### src/rtl/nand_fe_pkg.sv
// Package: shared types, command codes and the identification signature
// for the NAND command front-end.
package nand_fe_pkg;

    typedef enum logic [2:0] {
        OP_NONE  = 3'd0,
        OP_READ  = 3'd1,
        OP_PROG  = 3'd2,
        OP_ERASE = 3'd3,
        OP_RESET = 3'd4
    } op_kind_t;

    typedef enum logic [1:0] {
        OUT_NONE   = 2'd0,
        OUT_ID     = 2'd1,
        OUT_STATUS = 2'd2
    } out_mode_t;

    localparam logic [7:0] CMD_READ     = 8'h00;
    localparam logic [7:0] CMD_PG_SETUP = 8'h80;
    localparam logic [7:0] CMD_PG_GO    = 8'h10;
    localparam logic [7:0] CMD_ER_SETUP = 8'h60;
    localparam logic [7:0] CMD_ER_GO    = 8'hD0;
    localparam logic [7:0] CMD_STATUS   = 8'h70;
    localparam logic [7:0] CMD_IDENT    = 8'h90;
    localparam logic [7:0] CMD_RESET    = 8'hFF;

    localparam int ID_LEN = 4;

    // Signature byte at a given position; 00h past the end.
    function automatic logic [7:0] id_byte(input int idx);
        case (idx)
            0:       return 8'hEC;
            1:       return 8'h76;
            2:       return 8'hA5;
            3:       return 8'hC0;
            default: return 8'h00;
        endcase
    endfunction

endpackage

### src/rtl/nand_seq_decode.sv
// Module: nand_seq_decode
// Qualifies write cycles as command or address cycles, tracks the multi-byte
// sequences for read, program, erase and identification, and collects address
// bytes. It emits one-cycle requests that the rest of the front-end acts on.
// Assumes: we_stb is a single-cycle pulse; busy is the registered busy state.
module nand_seq_decode
    import nand_fe_pkg::*;
#(
    parameter int BUS_W      = 16,
    parameter int ADDR_BYTES = 4
) (
    input  logic                    clk,
    input  logic                    rst_n,
    input  logic                    cle,
    input  logic                    ale,
    input  logic                    we_stb,
    input  logic [BUS_W-1:0]        io_in,
    input  logic                    busy,
    output logic                    st_req,
    output logic                    other_req,
    output logic                    id_go,
    output logic                    op_go,
    output op_kind_t                go_kind,
    output logic [8*ADDR_BYTES-1:0] addr
);

    localparam int AW       = $clog2(ADDR_BYTES + 1);
    localparam int ER_BYTES = ADDR_BYTES - 1;

    typedef enum logic [2:0] {
        PH_IDLE, PH_ID_ADDR, PH_RD_ADDR, PH_PG_ADDR, PH_PG_DATA, PH_ER_ADDR, PH_ER_CONF
    } phase_t;

    phase_t       phase;
    logic [AW-1:0] acnt;
    logic          upper_ok;
    logic [7:0]    byte_in;
    logic          cmd_cyc, adr_cyc;
    logic          rst_req, rd_setup, pg_setup, er_setup, id_setup, pg_go, er_go;
    logic          rd_last, pg_last, er_last;

    // Upper byte check exists only on a bus wider than one byte.
    if (BUS_W > 8) begin : g_wide
        assign upper_ok = ~|io_in[BUS_W-1:8];
    end else begin : g_narrow
        assign upper_ok = 1'b1;
    end

    assign byte_in = io_in[7:0];

    // Cycle qualification and command/address decode.
    always_comb begin
        cmd_cyc   = we_stb & cle & ~ale & upper_ok;
        adr_cyc   = we_stb & ale & ~cle & upper_ok & ~busy;
        st_req    = cmd_cyc && byte_in == CMD_STATUS;
        rst_req   = cmd_cyc && byte_in == CMD_RESET;
        rd_setup  = cmd_cyc && !busy && byte_in == CMD_READ;
        pg_setup  = cmd_cyc && !busy && byte_in == CMD_PG_SETUP;
        er_setup  = cmd_cyc && !busy && byte_in == CMD_ER_SETUP;
        id_setup  = cmd_cyc && !busy && byte_in == CMD_IDENT;
        pg_go     = cmd_cyc && !busy && byte_in == CMD_PG_GO && phase == PH_PG_DATA;
        er_go     = cmd_cyc && !busy && byte_in == CMD_ER_GO && phase == PH_ER_CONF;
        other_req = rst_req | rd_setup | pg_setup | er_setup | id_setup | pg_go | er_go;
        rd_last   = adr_cyc && phase == PH_RD_ADDR && acnt == AW'(ADDR_BYTES - 1);
        pg_last   = adr_cyc && phase == PH_PG_ADDR && acnt == AW'(ADDR_BYTES - 1);
        er_last   = adr_cyc && phase == PH_ER_ADDR && acnt == AW'(ER_BYTES - 1);
        id_go     = adr_cyc && phase == PH_ID_ADDR;
        op_go     = rst_req | rd_last | pg_go | er_go;
        if (rst_req)      go_kind = OP_RESET;
        else if (rd_last) go_kind = OP_READ;
        else if (pg_go)   go_kind = OP_PROG;
        else if (er_go)   go_kind = OP_ERASE;
        else              go_kind = OP_NONE;
    end

    // Sequence phase, address byte counter and address collection.
    always_ff @(posedge clk) begin
        if (!rst_n) begin
            phase <= PH_IDLE;
            acnt  <= '0;
            addr  <= '0;
        end else if (rst_req || pg_go || er_go) begin
            phase <= PH_IDLE;
            acnt  <= '0;
        end else if (rd_setup || pg_setup || er_setup || id_setup) begin
            acnt <= '0;
            addr <= '0;
            if (rd_setup)      phase <= PH_RD_ADDR;
            else if (pg_setup) phase <= PH_PG_ADDR;
            else if (er_setup) phase <= PH_ER_ADDR;
            else               phase <= PH_ID_ADDR;
        end else if (adr_cyc) begin
            case (phase)
                PH_RD_ADDR, PH_PG_ADDR, PH_ER_ADDR: begin
                    for (int b = 0; b < ADDR_BYTES; b++) begin
                        if (acnt == AW'(b)) addr[8*b +: 8] <= byte_in;
                    end
                    acnt <= acnt + AW'(1);
                    if (rd_last)      phase <= PH_IDLE;
                    else if (pg_last) phase <= PH_PG_DATA;
                    else if (er_last) phase <= PH_ER_CONF;
                end
                PH_ID_ADDR: phase <= PH_IDLE;
                default:    phase <= phase;
            endcase
        end
    end

endmodule

### src/rtl/nand_busy_timer.sv
// Module: nand_busy_timer
// Down-counter that models the busy interval of the running operation and
// holds the pass/fail bit. A start always reloads, so a reset start cuts a
// running interval short. Assumes start is a one-cycle request.
module nand_busy_timer
    import nand_fe_pkg::*;
#(
    parameter int CNT_W = 16
) (
    input  logic             clk,
    input  logic             rst_n,
    input  logic             start,
    input  op_kind_t         kind_in,
    input  logic [CNT_W-1:0] load_val,
    input  logic             op_fail,
    output logic             busy,
    output logic             fail
);

    logic [CNT_W-1:0] cnt;
    op_kind_t         cur;

    assign busy = (cnt != '0);

    // Interval count, current operation and fail capture on completion.
    always_ff @(posedge clk) begin
        if (!rst_n) begin
            cnt  <= '0;
            cur  <= OP_NONE;
            fail <= 1'b0;
        end else if (start) begin
            cnt <= (load_val == '0) ? CNT_W'(1) : load_val;
            cur <= kind_in;
            if (kind_in == OP_RESET) fail <= 1'b0;
        end else if (busy) begin
            cnt <= cnt - CNT_W'(1);
            if (cnt == CNT_W'(1) && (cur == OP_PROG || cur == OP_ERASE)) fail <= op_fail;
        end
    end

endmodule

### src/rtl/nand_resp_mux.sv
// Module: nand_resp_mux
// Holds the output mode (none, identification, status) and the signature
// position, and forms the byte on io_out. Assumes st_req, other_req and id_go
// are never high in the same cycle.
module nand_resp_mux
    import nand_fe_pkg::*;
(
    input  logic      clk,
    input  logic      rst_n,
    input  logic      st_req,
    input  logic      other_req,
    input  logic      id_go,
    input  logic      re_stb,
    input  logic      wp_n,
    input  logic      busy,
    input  logic      fail,
    output out_mode_t mode,
    output logic [7:0] io_out
);

    localparam int IW = $clog2(ID_LEN + 1);

    logic [IW-1:0] idx;

    // Mode selection and signature position advance.
    always_ff @(posedge clk) begin
        if (!rst_n) begin
            mode <= OUT_NONE;
            idx  <= '0;
        end else if (st_req) begin
            mode <= OUT_STATUS;
        end else if (id_go) begin
            mode <= OUT_ID;
            idx  <= '0;
        end else if (other_req) begin
            mode <= OUT_NONE;
        end else if (re_stb && mode == OUT_ID && idx != IW'(ID_LEN)) begin
            idx <= idx + IW'(1);
        end
    end

    // Output byte for the current mode.
    always_comb begin
        case (mode)
            OUT_ID:     io_out = id_byte(int'(idx));
            OUT_STATUS: io_out = {wp_n, ~busy, 5'b0, fail};
            default:    io_out = 8'h00;
        endcase
    end

endmodule

### src/rtl/nand_cmd_frontend.sv
// Module: nand_cmd_frontend (top)
// Command front-end for a NAND flash model: decodes command and address
// cycles, answers identification and status reads, drives ready/busy and
// reports started operations to a back end. Assumes strobes are single-cycle
// pulses synchronous to clk; reset is synchronous and active low.
module nand_cmd_frontend
    import nand_fe_pkg::*;
#(
    parameter int BUS_W      = 16,
    parameter int ADDR_BYTES = 4,
    parameter int CNT_W      = 16
) (
    input  logic                    clk,
    input  logic                    rst_n,
    input  logic                    cle,
    input  logic                    ale,
    input  logic                    we_stb,
    input  logic                    re_stb,
    input  logic [BUS_W-1:0]        io_in,
    input  logic                    wp_n,
    input  logic [CNT_W-1:0]        t_read,
    input  logic [CNT_W-1:0]        t_prog,
    input  logic [CNT_W-1:0]        t_erase,
    input  logic [CNT_W-1:0]        t_reset,
    input  logic                    op_fail,
    output logic [7:0]              io_out,
    output logic                    rb_n,
    output logic                    op_start,
    output logic [2:0]              op_kind,
    output logic [8*ADDR_BYTES-1:0] op_addr,
    output logic                    op_abort
);

    logic             st_req, other_req, id_go, op_go, busy, fail;
    op_kind_t         go_kind;
    logic [CNT_W-1:0] load_val;
    out_mode_t        out_mode;

    nand_seq_decode #(.BUS_W(BUS_W), .ADDR_BYTES(ADDR_BYTES)) u_dec (
        .clk(clk), .rst_n(rst_n), .cle(cle), .ale(ale), .we_stb(we_stb),
        .io_in(io_in), .busy(busy), .st_req(st_req), .other_req(other_req),
        .id_go(id_go), .op_go(op_go), .go_kind(go_kind), .addr(op_addr)
    );

    // Busy length for the operation being started.
    always_comb begin
        case (go_kind)
            OP_READ:  load_val = t_read;
            OP_PROG:  load_val = t_prog;
            OP_ERASE: load_val = t_erase;
            default:  load_val = t_reset;
        endcase
    end

    nand_busy_timer #(.CNT_W(CNT_W)) u_tmr (
        .clk(clk), .rst_n(rst_n), .start(op_go), .kind_in(go_kind),
        .load_val(load_val), .op_fail(op_fail), .busy(busy), .fail(fail)
    );

    nand_resp_mux u_resp (
        .clk(clk), .rst_n(rst_n), .st_req(st_req), .other_req(other_req),
        .id_go(id_go), .re_stb(re_stb), .wp_n(wp_n), .busy(busy), .fail(fail),
        .mode(out_mode), .io_out(io_out)
    );

    assign rb_n = ~busy;

    // Back-end report: start pulse, operation code and abort flag.
    always_ff @(posedge clk) begin
        if (!rst_n) begin
            op_start <= 1'b0;
            op_kind  <= 3'd0;
            op_abort <= 1'b0;
        end else begin
            op_start <= op_go;
            if (op_go) op_kind <= go_kind;
            op_abort <= op_go && go_kind == OP_RESET && busy;
        end
    end

endmodule

### config.mk
export PLATFORM = sky130hd
export DESIGN_NAME = nand_cmd_frontend
export DESIGN_NICKNAME = d
export VERILOG_FILES = /design/src/rtl/nand_fe_pkg.sv /design/src/rtl/nand_seq_decode.sv /design/src/rtl/nand_busy_timer.sv /design/src/rtl/nand_resp_mux.sv /design/src/rtl/nand_cmd_frontend.sv
export SDC_FILE = /design/constraint.sdc
export NUM_CORES = 1
export LEC_CHECK = 0
export BUFFER_PORTS_ARGS = -buffer_cell sky130_fd_sc_hd__buf_2
export CORE_ASPECT_RATIO = 1.5
export CORE_MARGIN = 3
export CORE_UTILIZATION = 50
export DETAILED_ROUTE_END_ITERATION = 10
export MAX_ROUTING_LAYER = met4
export PLACE_DENSITY = 0.78
export SYNTH_ARGS = -nofsm -noshare
export SYNTH_HDL_FRONTEND = slang
export SYNTH_SLANG_ARGS = --single-unit
export TNS_END_PERCENT = 5
### constraint.sdc
create_clock -name clk -period 8.99 [get_ports clk]
set_input_delay 1.798 -clock clk [delete_from_list [all_inputs] [get_ports clk]]
set_output_delay 1.798 -clock clk [all_outputs]
set_load 0.1 [all_outputs]
# --- Yosys cells after proc, flatten, opt, wreduce, memory -nomap -nowiden ---
# Cells that the tools add are included.
word_totals:
  word_cells: 168
  out_inout_bits: 46
  input_bits: 88
  ff_bits: 65
classes:
  n_eq_ne: 32
  bitwise_logic: 22
  n_reduce_logical: 61
  n_mux: 36
  n_addsub: 3
op_table:
  columns: ["op", "n"]
  rows:
  - ["two-way mux 32 bit", 3]
  - ["two-way mux 16 bit", 3]
  - ["case mux 16 bit (3 select lines)", 1]
  - ["two-way mux 3 bit", 14]
  - ["== test 8 bit, second input constant", 4]
  - ["two-way mux 8 bit", 4]
  - ["case mux 8 bit (4 select lines)", 1]
  - ["== test 3 x 2 -> 1 bit, second input constant", 10]
  - ["logical AND 1 bit", 23]
  - ["nonzero test 2 bit", 10]
  - ["== test 16 x 1 -> 1 bit, second input constant", 1]
  - ["== test 8 x 7 -> 1 bit, second input constant", 2]
  - ["zero test 16 bit", 1]
  - ["case mux 8 bit (2 select lines)", 1]
  - ["AND reduction 4 bit", 4]
  - ["nonzero test 16 bit", 1]
  - ["subtractor 16 x 1 -> 16 bit, second input constant", 1]
  - ["== test 3 x 1 -> 1 bit, second input constant", 4]
  - ["== test 3 bit, second input constant", 4]
  - ["OR 1 bit", 9]
  - ["AND reduction 3 bit", 3]
  - ["== test 8 x 5 -> 1 bit, second input constant", 1]
  - ["zero test 8 bit", 1]
  - ["two-way mux 2 bit", 4]
  - ["other kinds (18)", 44]

# --- Depth between registers and ports, before layout ---
# Gate-level depths: netlist of the first run.
depth:
  depth_word: 15
  depth_mapped: 12
  depth_no_buf: 10

# --- Cells and area by module ---
# A second synthesis of the first run with hierarchy kept.
unflattened:
  cells_unflattened: 495
  hier_area_um2: 4260.3
by_module_without_submodules:
  columns: ["module", "area_per_inst_um2", "instances", "cells_each"]
  rows:
  - ["nand_seq_decode", 1909.3, 1, 204]
  - ["nand_busy_timer", 1166.1, 1, 147]
  - ["nand_cmd_frontend", 743.2, 1, 90]
  - ["nand_resp_mux", 441.7, 1, 54]

# --- Worst setup path before layout of the first run ---
# OpenSTA, ideal clock, no wires.
synth_path:
  path_kind: "flip-flop to output port"
  start: "reg u_tmr.cnt[4]"
  end: "out io_out[6]"
  path_slack_ns: 3.096
  t_arrival_ns: 4.096
  path_stages_with_launch: 6
  t_required_ns: 7.192
  path_cell_list: "dfxtp_1 -> or4_1 -> nor3_1 -> clkbuf_1 -> nand2_1 -> a21oi_1"
synth_via:
  elab_chain_len: 3
synth_lines:
  columns: ["item", "line", "text"]
  rows:
  - ["start: declaration", "nand_busy_timer.sv:20", "logic [CNT_W-1:0] cnt;"]
  - ["start signal: assignment", "nand_busy_timer.sv:32", "cnt <= (load_val == '0) ? CNT_W'(1) : load_val;"]
  - ["start signal: assignment", "nand_busy_timer.sv:36", "cnt <= cnt - CNT_W'(1);"]
  - ["nonzero test 16 bit", "nand_busy_timer.sv:23", "assign busy = (cnt != '0);"]
  - ["NOT 1 bit", null, null]
  - ["net rb_n", "nand_cmd_frontend.sv:27", "output logic rb_n,"]
  - ["case mux 8 bit (2 select lines)", "nand_resp_mux.sv:44", "case (mode)"]
  - ["end: declaration", "nand_cmd_frontend.sv:26", "output logic [7:0] io_out,"]
# The timed path passes the listed nets, and every way through them passes these cells.

# --- Final worst setup path of the first run ---
layout_path:
  start: "in io_in[1]"
  end: "reg u_tmr.cnt[0]"
layout_via:
  elab_chain_len: 12
  word_cells_on_any_way: 23
layout_lines:
  columns: ["item", "line", "text"]
  rows:
  - ["start: declaration", "nand_cmd_frontend.sv:19", "input logic [BUS_W-1:0] io_in,"]
  - ["== test 8 bit", "nand_seq_decode.sv:62", "er_go = cmd_cyc && !busy && byte_in == CMD_ER_GO && phase == PH_ER_CONF;"]
  - ["logical AND 1 bit (2 in a row)", "nand_seq_decode.sv:62", null]
  - ["two-way mux 2 bit", "nand_seq_decode.sv:72", "else if (er_go) go_kind = OP_ERASE;"]
  - ["two-way mux 3 bit", "nand_seq_decode.sv:71", "else if (pg_go) go_kind = OP_PROG;"]
  - ["two-way mux 3 bit", "nand_seq_decode.sv:70", "else if (rd_last) go_kind = OP_READ;"]
  - ["two-way mux 3 bit", "nand_seq_decode.sv:69", "if (rst_req) go_kind = OP_RESET;"]
  - ["== test 3 x 2 -> 1 bit or == test 3 x 1 -> 1 bit (tied branches)", "nand_cmd_frontend.sv:47", "case (go_kind)"]
  - ["case mux 16 bit (3 select lines)", "nand_cmd_frontend.sv:47", null]
  - ["zero test 16 bit", "nand_busy_timer.sv:32", null]
  - ["two-way mux 16 bit", "nand_busy_timer.sv:32", null]
  - ["two-way mux 16 bit", "nand_busy_timer.sv:31", "end else if (start) begin"]
# Parallel ways exist; a longest one is shown, timed or not.
# A chain may end at the register's enable or synchronous reset.

==> impl_metrics.yaml, run 1 <==
status:
  status: "completed"
clocking:
  clk_latency_ns: 0.34
  postCtsSetupBuffers: 0
  cts_root_buf: "clkbuf_16"
  clk_pin_slew_worst_paths_ns: 0.06
  tritoncts: "built"
  cts_buffers: 9
  cts_resized: 0
  clock-sinks: 65
  cts_max_level: 3
  clk_path_buf_depth: 2
  cts_hold_buf: 0
placed_design:
  place_congestion: 1.082
  hpwl_um: 10330
  io_buffers: 133
synth:
  synth_edf_count: 0
  synth-seq-area-share: 0.3049
  yosys_most_used_dff: "dfxtp_1"
  netlist_instances: 532
  ys_ff_latch: 65
  syn_avg_cell_area_um2: 8.022
  syn-num-nets: 634
  async_reset_ff_frac: 0
  synth_area_um2: 4268
  ys_types: 59
  yosys_warnings: 0
timing:
  tightest_slew_ns: 1.128
  relSlewSlack: 0.2481
  hold_violations: 0
  max_freq_mhz: 207.3
  slew_violations: 0
  period_share: 0.5366
  skew_ns: 0.004238
  grt_setup_unrepaired: "no"
  fin_crit_ns: 4.824
  tns_ns: 0
  setup_viol_count_final: 0
critical_path:
  startpoint_type: "input port"
  path_max_fanout: 23
  critPathArrivalTime_ns: 5.08
  cp.required_ns: 9.25
  endpoint_kind: "flop"
  crit_type: "in2reg"
routing:
  dr.pass1.iters: 4
  routed_via_density: 6.008
  drc: 0
  wl_per_cell_um: 17.57
  dr.first_iter.drc_count: 309
  num_vias: 4554
  antenna_left: 0
  wirelength_um: 13320
grt:
  grt_antenna_before_repair: 0
  grt_pass1_vias: 4504
  track_usage: 0.2912
  grt_pass1_wl_um: 21450
  grt.overflow.total: 0
  grt_max_degree: 58
power:
  p_leak_nw: 2.241
  powerDensity_nw_per_um2: 186.9
  irDropWorstVdd_v: 0.0001360
finish:
  regArea_um2: 1301
  num_antenna_cells: 0
  final_common_cell: "buf_2"
  drive_above_1_share: 0.2542
  final_nets: 750
  multi_input_area_um2: 2764
  fill_cells: 741
  final_util: 0.6416
  most-common-layout-cells: "buf_2 (133), dfxtp_1 (65), nor2_1 (44)"
  syn2layout_area_growth_pct: 22.63
floorplan:
  die_area_um2: 9703
  rows: 40
  fp.coreArea_um2: 8158
  fp.dieW_um: 81.44
  start_util: 0.5232
  io_pins: 134
  die_h_um: 119.2
min_path:
  hp-class: "reg2reg"
run:
  maxCapViolCount: 0
==> per-layer routing <==
layer  vias to the layer above  track usage  part of all wire
met2                       217       0.5122              0.53
li1                       2183            -                 -
met3                        62      0.06127             0.056
met5                         -            -                 0
met1                      2092       0.2969              0.37
met4                         0       0.1416             0.046
==> worst paths after layout <==
path | cells past startpoint | endpoint | slack [ns] | from
worst min-delay path | 2 | u_tmr.fail$_SDFFE_PN0P_ | 0.49 | u_tmr.fail$_SDFFE_PN0P_
worst min register to register | 2 | u_tmr.fail$_SDFFE_PN0P_ | 0.49 | u_tmr.fail$_SDFFE_PN0P_
worst max register to register | 10 | u_tmr.cnt[0]$_SDFFE_PN0P_ | 5.12 | u_tmr.cnt[0]$_SDFFE_PN0P_
worst max-delay path | 9 | u_tmr.cnt[0]$_SDFFE_PN0P_ | 4.17 | io_in[1]
==> logic make-up after synthesis <==
group,after synthesis,synth area share
compound gates,141,0.2196
xor+xnor,15,0.03078
fa+ha+maj,14,0.04104
buf+inv,45,0.04749
flops,65,0.3049
mux,18,0.04222
simple gates,234,0.3140
==> critical path, cell delays in order <==
cell	delay (ns)
buf_2	0.15
nor4_4	0.54
o211ai_1	0.30
nor4_4	0.86
o22ai_1	0.30
o21ai_0	0.28
nand4_1	0.14
or4_1	0.52
a31oi_1	0.18
==> area by class of cell <==
cell class	count	area share
clock buffers	9	0.04303
clock inverters	7	0.01363
inverters	14	0.01004
multi-input cells	422	0.5281
flip-flops and latches	65	0.2486
well taps	105	0.02510
repair buffers	136	0.1315
==> Yosys cell counts (4+ instances only) <==
cell	n	area, um^2
nor3_1	20	100.1
o211ai_1	4	30.03
nor2_1	44	165.2
a21boi_0	4	30.03
mux2i_1	18	180.2
nand2_1	41	153.9
o21ai_0	36	180.2
xor2_1	5	43.79
buf_2	6	30.03
and2_1	21	131.4
a2111oi_0	10	87.58
a21oi_1	21	105.1
o21a_1	8	60.06
and3_1	6	37.54
nand2b_1	5	31.28
dfxtp_1	65	1301
ha_1	14	175.2
a22oi_1	18	135.1
nand3_1	11	55.05
or3_1	13	81.33
a211oi_1	8	60.06
nor3b_1	4	30.03
nor2b_1	29	181.4
nor4_1	6	37.54
nand4_1	9	56.30
xnor2_1	10	87.58
inv_1	14	52.55
o22ai_1	14	87.58
clkbuf_1	20	75.07
==> power by group <==
part           switching [mW]  leakage (nW)  internal, mW
clock                   0.133         0.137         0.214
combinational           0.169          1.58         0.121
sequential             0.0311         0.526         0.310
==> sequential cells by signal, indices dropped and copies added, names as in the netlist <==
name         cells
op_abort         1
op_start         1
u_dec.acnt       3
u_dec.addr      32
u_dec.phase      3
u_resp.idx       3
u_resp.mode      2
u_tmr.cnt       16
u_tmr.cur        3
u_tmr.fail       1
==> metrics by stage <==
stage,cell area [um^2],setup WS (ns),hold WS [ns],total power [mW],instances
6_report,5234,4.166,0.4944,0.9780,758
5_1_grt,5234,3.851,0.5410,1.029,758
4_1_cts,5234,4.281,0.5011,0.9767,758
3_5_place_dp,4937,3.936,0.4965,0.6301,742
3_3_place_gp,4937,4.110,0.4757,0.6256,742
2_1_floorplan,4268,3.096,0.4552,0.5556,532
(Power assumes the default switching activity.)
==> run 2, diff against run 1 <==
- ABC_AREA: unset -> 1
- CORE_UTILIZATION: 50 -> 47
- clock period: 8.99 -> 4.08 ns (I/O delays scaled with it)
==> impl_metrics.yaml, run 2 <==
status:
  status: "completed"
clocking:
  clk_latency_ns: 0.33
  postCtsSetupBuffers: 0
  tritoncts: "built"
  clk_pin_slew_worst_paths_ns: 0.05
  clk_path_buf_depth: 2
  cts_max_level: 3
  cts_buffers: 9
  cts_hold_buf: 0
  clock-sinks: 65
  cts_root_buf: "clkbuf_16"
  cts_resized: 0
floorplan:
  die_h_um: 121.4
  fp.dieW_um: 82.95
  io_pins: 134
  die_area_um2: 10070
  start_util: 0.4902
  fp.coreArea_um2: 8516
  rows: 41
synth:
  netlist_instances: 625
  post-synth-top-count-cell: "nor2_1"
  ys_types: 39
  async_reset_ff_frac: 0
  synth_area_leader_cell: "dfxtp_1"
  synth_top_cell_area_share: 0.3118
  synth_area_um2: 4174
  yosys_most_used_dff: "dfxtp_1"
  synth_edf_count: 0
  synth-seq-area-share: 0.3118
  syn_avg_cell_area_um2: 6.678
  syn-num-nets: 727
  netlist_top_cells_count: "nor2_1 (119), nand2_1 (116), inv_1 (72), dfxtp_1 (65), nand4_1 (51)"
  ys_ff_latch: 65
  synth.area.top_cells: "dfxtp_1 (31%), nor2_1 (11%), nand2_1 (10%), nand4_1 (7.6%), inv_1 (6.5%)"
  yosys_warnings: 0
min_path:
  hp-class: "reg2reg"
routing:
  drc: 0
  wl_per_cell_um: 14.43
  antenna_left: 0
  routed_via_density: 5.409
  num_vias: 4652
  dr.first_iter.drc_count: 206
  wirelength_um: 12410
  dr.pass1.iters: 5
critical_path:
  endpoint_kind: "flop"
  crit_type: "reg2reg"
  path_max_fanout: 36
  critPathArrivalTime_ns: 3.39
  cp.required_ns: 4.30
  startpoint_type: "flop"
finish:
  num_antenna_cells: 0
  reg.largest.list: "u_dec.addr: 32 flops, u_tmr.cnt: 16 flops"
  regMostFlops: "u_dec.addr"
  drive_above_1_share: 0.2430
  fill_cells: 791
  final_nets: 850
  final_common_cell: "buf_2"
  most-common-layout-cells: "buf_2 (133), nor2_1 (119), nand2_1 (116)"
  regArea_um2: 1301
  multi_input_area_um2: 2435
  largest_reg_flops: 32
  syn2layout_area_growth_pct: 24.37
grt:
  track_usage: 0.2542
  grt_pass1_wl_um: 20220
  grt_max_degree: 37
  grt_pass1_vias: 4526
  grt_antenna_before_repair: 0
  grt.overflow.total: 0
timing:
  tns_ns: 0
  max_freq_mhz: 315.2
  period_share: 0.7777
  relSlewSlack: 0.5011
  tightest_slew_ns: 0.7475
  slew_violations: 0
  fin_crit_ns: 3.173
  grt_setup_unrepaired: "no"
  skew_ns: 0.008004
  hold_violations: 0
  setup_viol_count_final: 0
placed_design:
  io_buffers: 133
  place_congestion: 0.9655
  hpwl_um: 9612
power:
  irDropWorstVdd_v: 0.0003864
  powerDensity_nw_per_um2: 406.7
  p_total_mw: 2.111
  p_leak_nw: 2.592
run:
  maxCapViolCount: 0
[run 2: changes by cell type after synthesis, sizes merged, moves of 21 or more]
cell	previous run	this run
inv	14	76
nor2b	29	0
nand4	11	51
a211oi	9	30
nand2	41	121
nor2	44	130
and2	21	0
[run 2: per-stage QoR]
step | util | instance area (um^2) | worst slack [ns] | hold WS [ns] | instances
after global routing | 0.6096 | 5191 | 0.5085 | 0.5100 | 860
after detailed placement | 0.5710 | 4862 | 0.7142 | 0.4588 | 844
after CTS | 0.6096 | 5191 | 0.9293 | 0.4673 | 860
final | 0.6096 | 5191 | 0.9070 | 0.4662 | 860
after floorplan | - | 4174 | 0.1559 | 0.4392 | 625
after global placement | 0.5710 | 4862 | 0.7756 | 0.4547 | 844
[run 2: cell type report]
cell class,count,area share
Clock buffer,10,0.04604
Sequential cell,65,0.2507
Multi-Input combinational cell,457,0.4690
Clock inverter,6,0.01735
Tap cell,107,0.02579
Timing Repair Buffer,138,0.1355
Inverter,77,0.05568
[run 2: cells by family after synthesis]
logic type                 after synthesis  synth area share
AOI/OAI and AO/OA                       94            0.1493
DFF                                     65            0.3118
xor gates and xnor gates                 9           0.01888
buffers and inverters                  103            0.1049
and+or+nand+nor                        340            0.3732
adders and majority gates               14           0.04197
[run 2: where the power goes]
group | internal, mW | total [mW] | switching [mW]
sequential | 0.688 | 0.728 | 0.0405
clock | 0.553 | 0.838 | 0.285
combinational | 0.207 | 0.545 | 0.338
[run 2: final timing paths]
check / cells after the start / from / slack (ns) / end
max: 17 / u_tmr.cnt[0]$_SDFFE_PN0P_ / 0.91 / u_tmr.cnt[0]$_SDFFE_PN0P_
min: 2 / u_dec.acnt[2]$_SDFFE_PP0P_ / 0.47 / u_dec.acnt[2]$_SDFFE_PP0P_
max reg2reg: 17 / u_tmr.cnt[0]$_SDFFE_PN0P_ / 0.91 / u_tmr.cnt[0]$_SDFFE_PN0P_
min reg2reg: 2 / u_dec.acnt[2]$_SDFFE_PP0P_ / 0.47 / u_dec.acnt[2]$_SDFFE_PP0P_
[run 2: layer usage]
layer | track usage | part of all wire | up-vias
li1 | - | - | 2338
met1 | 0.2518 | 0.37 | 2058
met2 | 0.4533 | 0.50 | 211
met3 | 0.04620 | 0.063 | 45
met4 | 0.1677 | 0.066 | 0
met5 | - | 0 | -
[run 2: critical path, stage by stage, from the launching register on]
cell	delay, ns
dfxtp_1	0.34
inv_1	0.08
ha_1	0.24
nand2_2	0.12
nor2_4	0.18
nand2_4	0.16
nor2_8	0.45
nand3_1	0.60
o21ai_0	0.37
nor2_1	0.07
nand2_1	0.09
nor2_1	0.05
nand2_1	0.05
nor2_1	0.04
nand2_1	0.05
nand2_1	0.05
nand2_1	0.06
a21oi_2	0.05
==> run 3, diff against run 2 <==
- ABC_AREA: 1 -> 0
- PLACE_DENSITY: 0.78 -> 0.77
- clock period: 4.08 -> 2.6 ns (I/O delays scaled with it)
==> impl_metrics.yaml, run 3 (synthesis results as in run 1) <==
placed_design:
  hpwl_um: 12510
  place_congestion: 1.006
  io_buffers: 133
  dpl.cell_count: 860
critical_path:
  crit-reg2reg-launch: "u_dec.acnt[1]$_SDFFE_PP0P_"
  r2r-end: "u_tmr.cnt[0]$_SDFFE_PN0P_"
  path_buf_inv: 1
  cp_cell_sequence: "ha_4 > ha_4 > nand3b_4 > or3_4 > buf_8 > a2111oi_4 > o22ai_1 > o21ai_1 > nand4_1 > or4_1 > a31oi_1"
  timing.critical_path.mode_cell: "ha_4"
  endpoint_kind: "flop"
  path_max_fanout: 6
  critPathMaxStageDelay_ns: 0.48
  crit_type: "reg2reg"
  startpoint_type: "flop"
  crit_slowest_cell: "or4_1"
  rr_worst_depth: 11
  critPathArrivalTime_ns: 3.10
  r2r_slack_ns: -0.24
  cp.required_ns: 2.86
  critPathTopFamily: "simple AND/OR/NAND/NOR gates"
clocking:
  clk_pin_slew_worst_paths_ns: 0.06
  cts_hold_buf: 0
  tritoncts: "built"
  cts_max_level: 3
  cts_buffers: 9
  cts_root_buf: "clkbuf_16"
  clock-sinks: 65
  clk_path_buf_depth: 2
  clk_latency_ns: 0.34
finish:
  final_util: 0.7808
  final_nets: 883
  drive_above_1_share: 0.4682
  largest_reg_flops: 32
  regArea_um2: 1313
  multi_input_area_um2: 3211
  num_antenna_cells: 0
  reg.largest.list: "u_dec.addr: 32 flops, u_tmr.cnt: 16 flops"
  regMostFlops: "u_dec.addr"
  final_common_cell: "buf_2"
  fin_cells: 896
  syn2layout_area_growth_pct: 61.51
  most-common-layout-cells: "buf_2 (129), buf_4 (112), dfxtp_1 (58)"
  fill_cells: 576
min_path:
  min_to: "u_tmr.fail$_SDFFE_PN0P_"
  hp-class: "in2reg"
  whs_path_depth: 3
  min_from: "op_fail"
grt:
  grt_pass1_vias: 5283
  grt_antenna_before_repair: 0
  grt.overflow.total: 0
  grt_max_degree: 38
  track_usage: 0.3270
  grt_pass1_wl_um: 25740
timing:
  period_share: 1.091
  hold_violations: 0
  max_freq_mhz: 352.5
  grt_setup_unrepaired: "yes"
  setup_viol_count_final: 27
  skew_ns: 0.007071
  relSlewSlack: 0.2797
  tns_ns: -1.325
  fin_crit_ns: 2.837
  slew_violations: 0
  whs_ns: 0.4563
  tightest_slew_ns: 1.069
  setup_ws_ns: -0.2372
routing:
  antenna_left: 0
  wirelength_um: 17130
  dr.first_iter.drc_count: 473
  routed_via_density: 5.938
  num_vias: 5320
  wl_per_cell_um: 19.11
  dr.pass1.iters: 5
  drc: 0
power:
  irDropWorstVdd_v: 0.0005732
  powerDensity_nw_per_um2: 601.4
  p_leak_nw: 3.039
  p_total_mw: 4.146
floorplan:
  fp.dieW_um: 83.81
  start_util: 0.4834
  io_pins: 134
  rows: 42
  die_area_um2: 10280
  die_h_um: 122.7
  fp.coreArea_um2: 8828
run:
  maxCapViolCount: 0
status:
  status: "finished, violations left"
  violations: "setup timing"
run 3: cell count changes in the layout (fill, tap and decap cells not counted), sizes merged, moves of 13 or more:
cell,before,now
buf,138,266
nor2,130,44
nand2,121,41
inv,77,14
nand4,51,11
nor2b,0,29
a211oi,30,9
and2,0,21
a22oi,0,18
mux2i,0,18
a2111oi,0,14
o21ai,25,39
o22ai,0,14
or3,0,13
run 3: cell type report:
class	count	area share
inverters	14	0.007624
multi-input cells	422	0.4658
clock buffers	10	0.03467
repair buffers	269	0.2717
well taps	110	0.01997
flip-flops and latches	65	0.1904
clock inverters	6	0.009802
run 3: layer usage:
metal / up-vias / routed length [um] / track usage
met4: 0 / 1261 / 0.2324
met5: - / 0 / -
met3: 92 / 1001 / 0.05843
met2: 279 / 9042 / 0.5946
li1: 2461 / - / -
met1: 2488 / 5822 / 0.3090
run 3: how the worst max path moves through the flow:
stage                                           from                   endpoint  slack (ns)  cells past startpoint
after floorplan           u_resp.idx[0]$_SDFFE_PN0P_                  io_out[7]       -0.19                      6
after global placement                      io_in[9]  u_tmr.cnt[0]$_SDFFE_PN0P_       -0.51                     11
after detailed placement                    io_in[9]  u_tmr.cnt[0]$_SDFFE_PN0P_       -0.57                     11
after CTS                 u_dec.acnt[1]$_SDFFE_PP0P_  u_tmr.cnt[0]$_SDFFE_PN0P_       -0.24                     11
after global routing       u_tmr.cnt[7]$_SDFFE_PN0P_  u_tmr.cnt[0]$_SDFFE_PN0P_       -0.35                     11
final                     u_dec.acnt[1]$_SDFFE_PP0P_  u_tmr.cnt[0]$_SDFFE_PN0P_       -0.24                     11
run 3: worst reg2reg max path: cells and delay by family, from the launching register on:
family                     cells  cell delay, ns
adders and majority gates      2            0.28
DFF                            1            0.35
buffers and inverters          1            0.17
and+or+nand+nor                4            1.11
AOI/OAI and AO/OA              4            0.87
run 3: through the flow:
step / worst slack [ns] / cell area, um^2
after floorplan: -0.1947 / 4345
after global placement: -0.5093 / 5938
after detailed placement: -0.5723 / 5938
after CTS: -0.2414 / 6495
after global routing: -0.3502 / 6893
final: -0.2372 / 6893
run 3: power breakdown:
group          switching [mW]  internal [mW]  total, mW
logic                   0.897          0.862       1.76
clock network           0.473          0.769       1.24
registers              0.0659           1.08       1.15
total                    1.44           2.71       4.15
run 3: timing repair:
action,4_1_cts,5_1_grt
setup endpoints to repair,37,58
pin swaps,9,32
buffers inserted,7,14
gates resized for setup,46,78
cloned,0,1
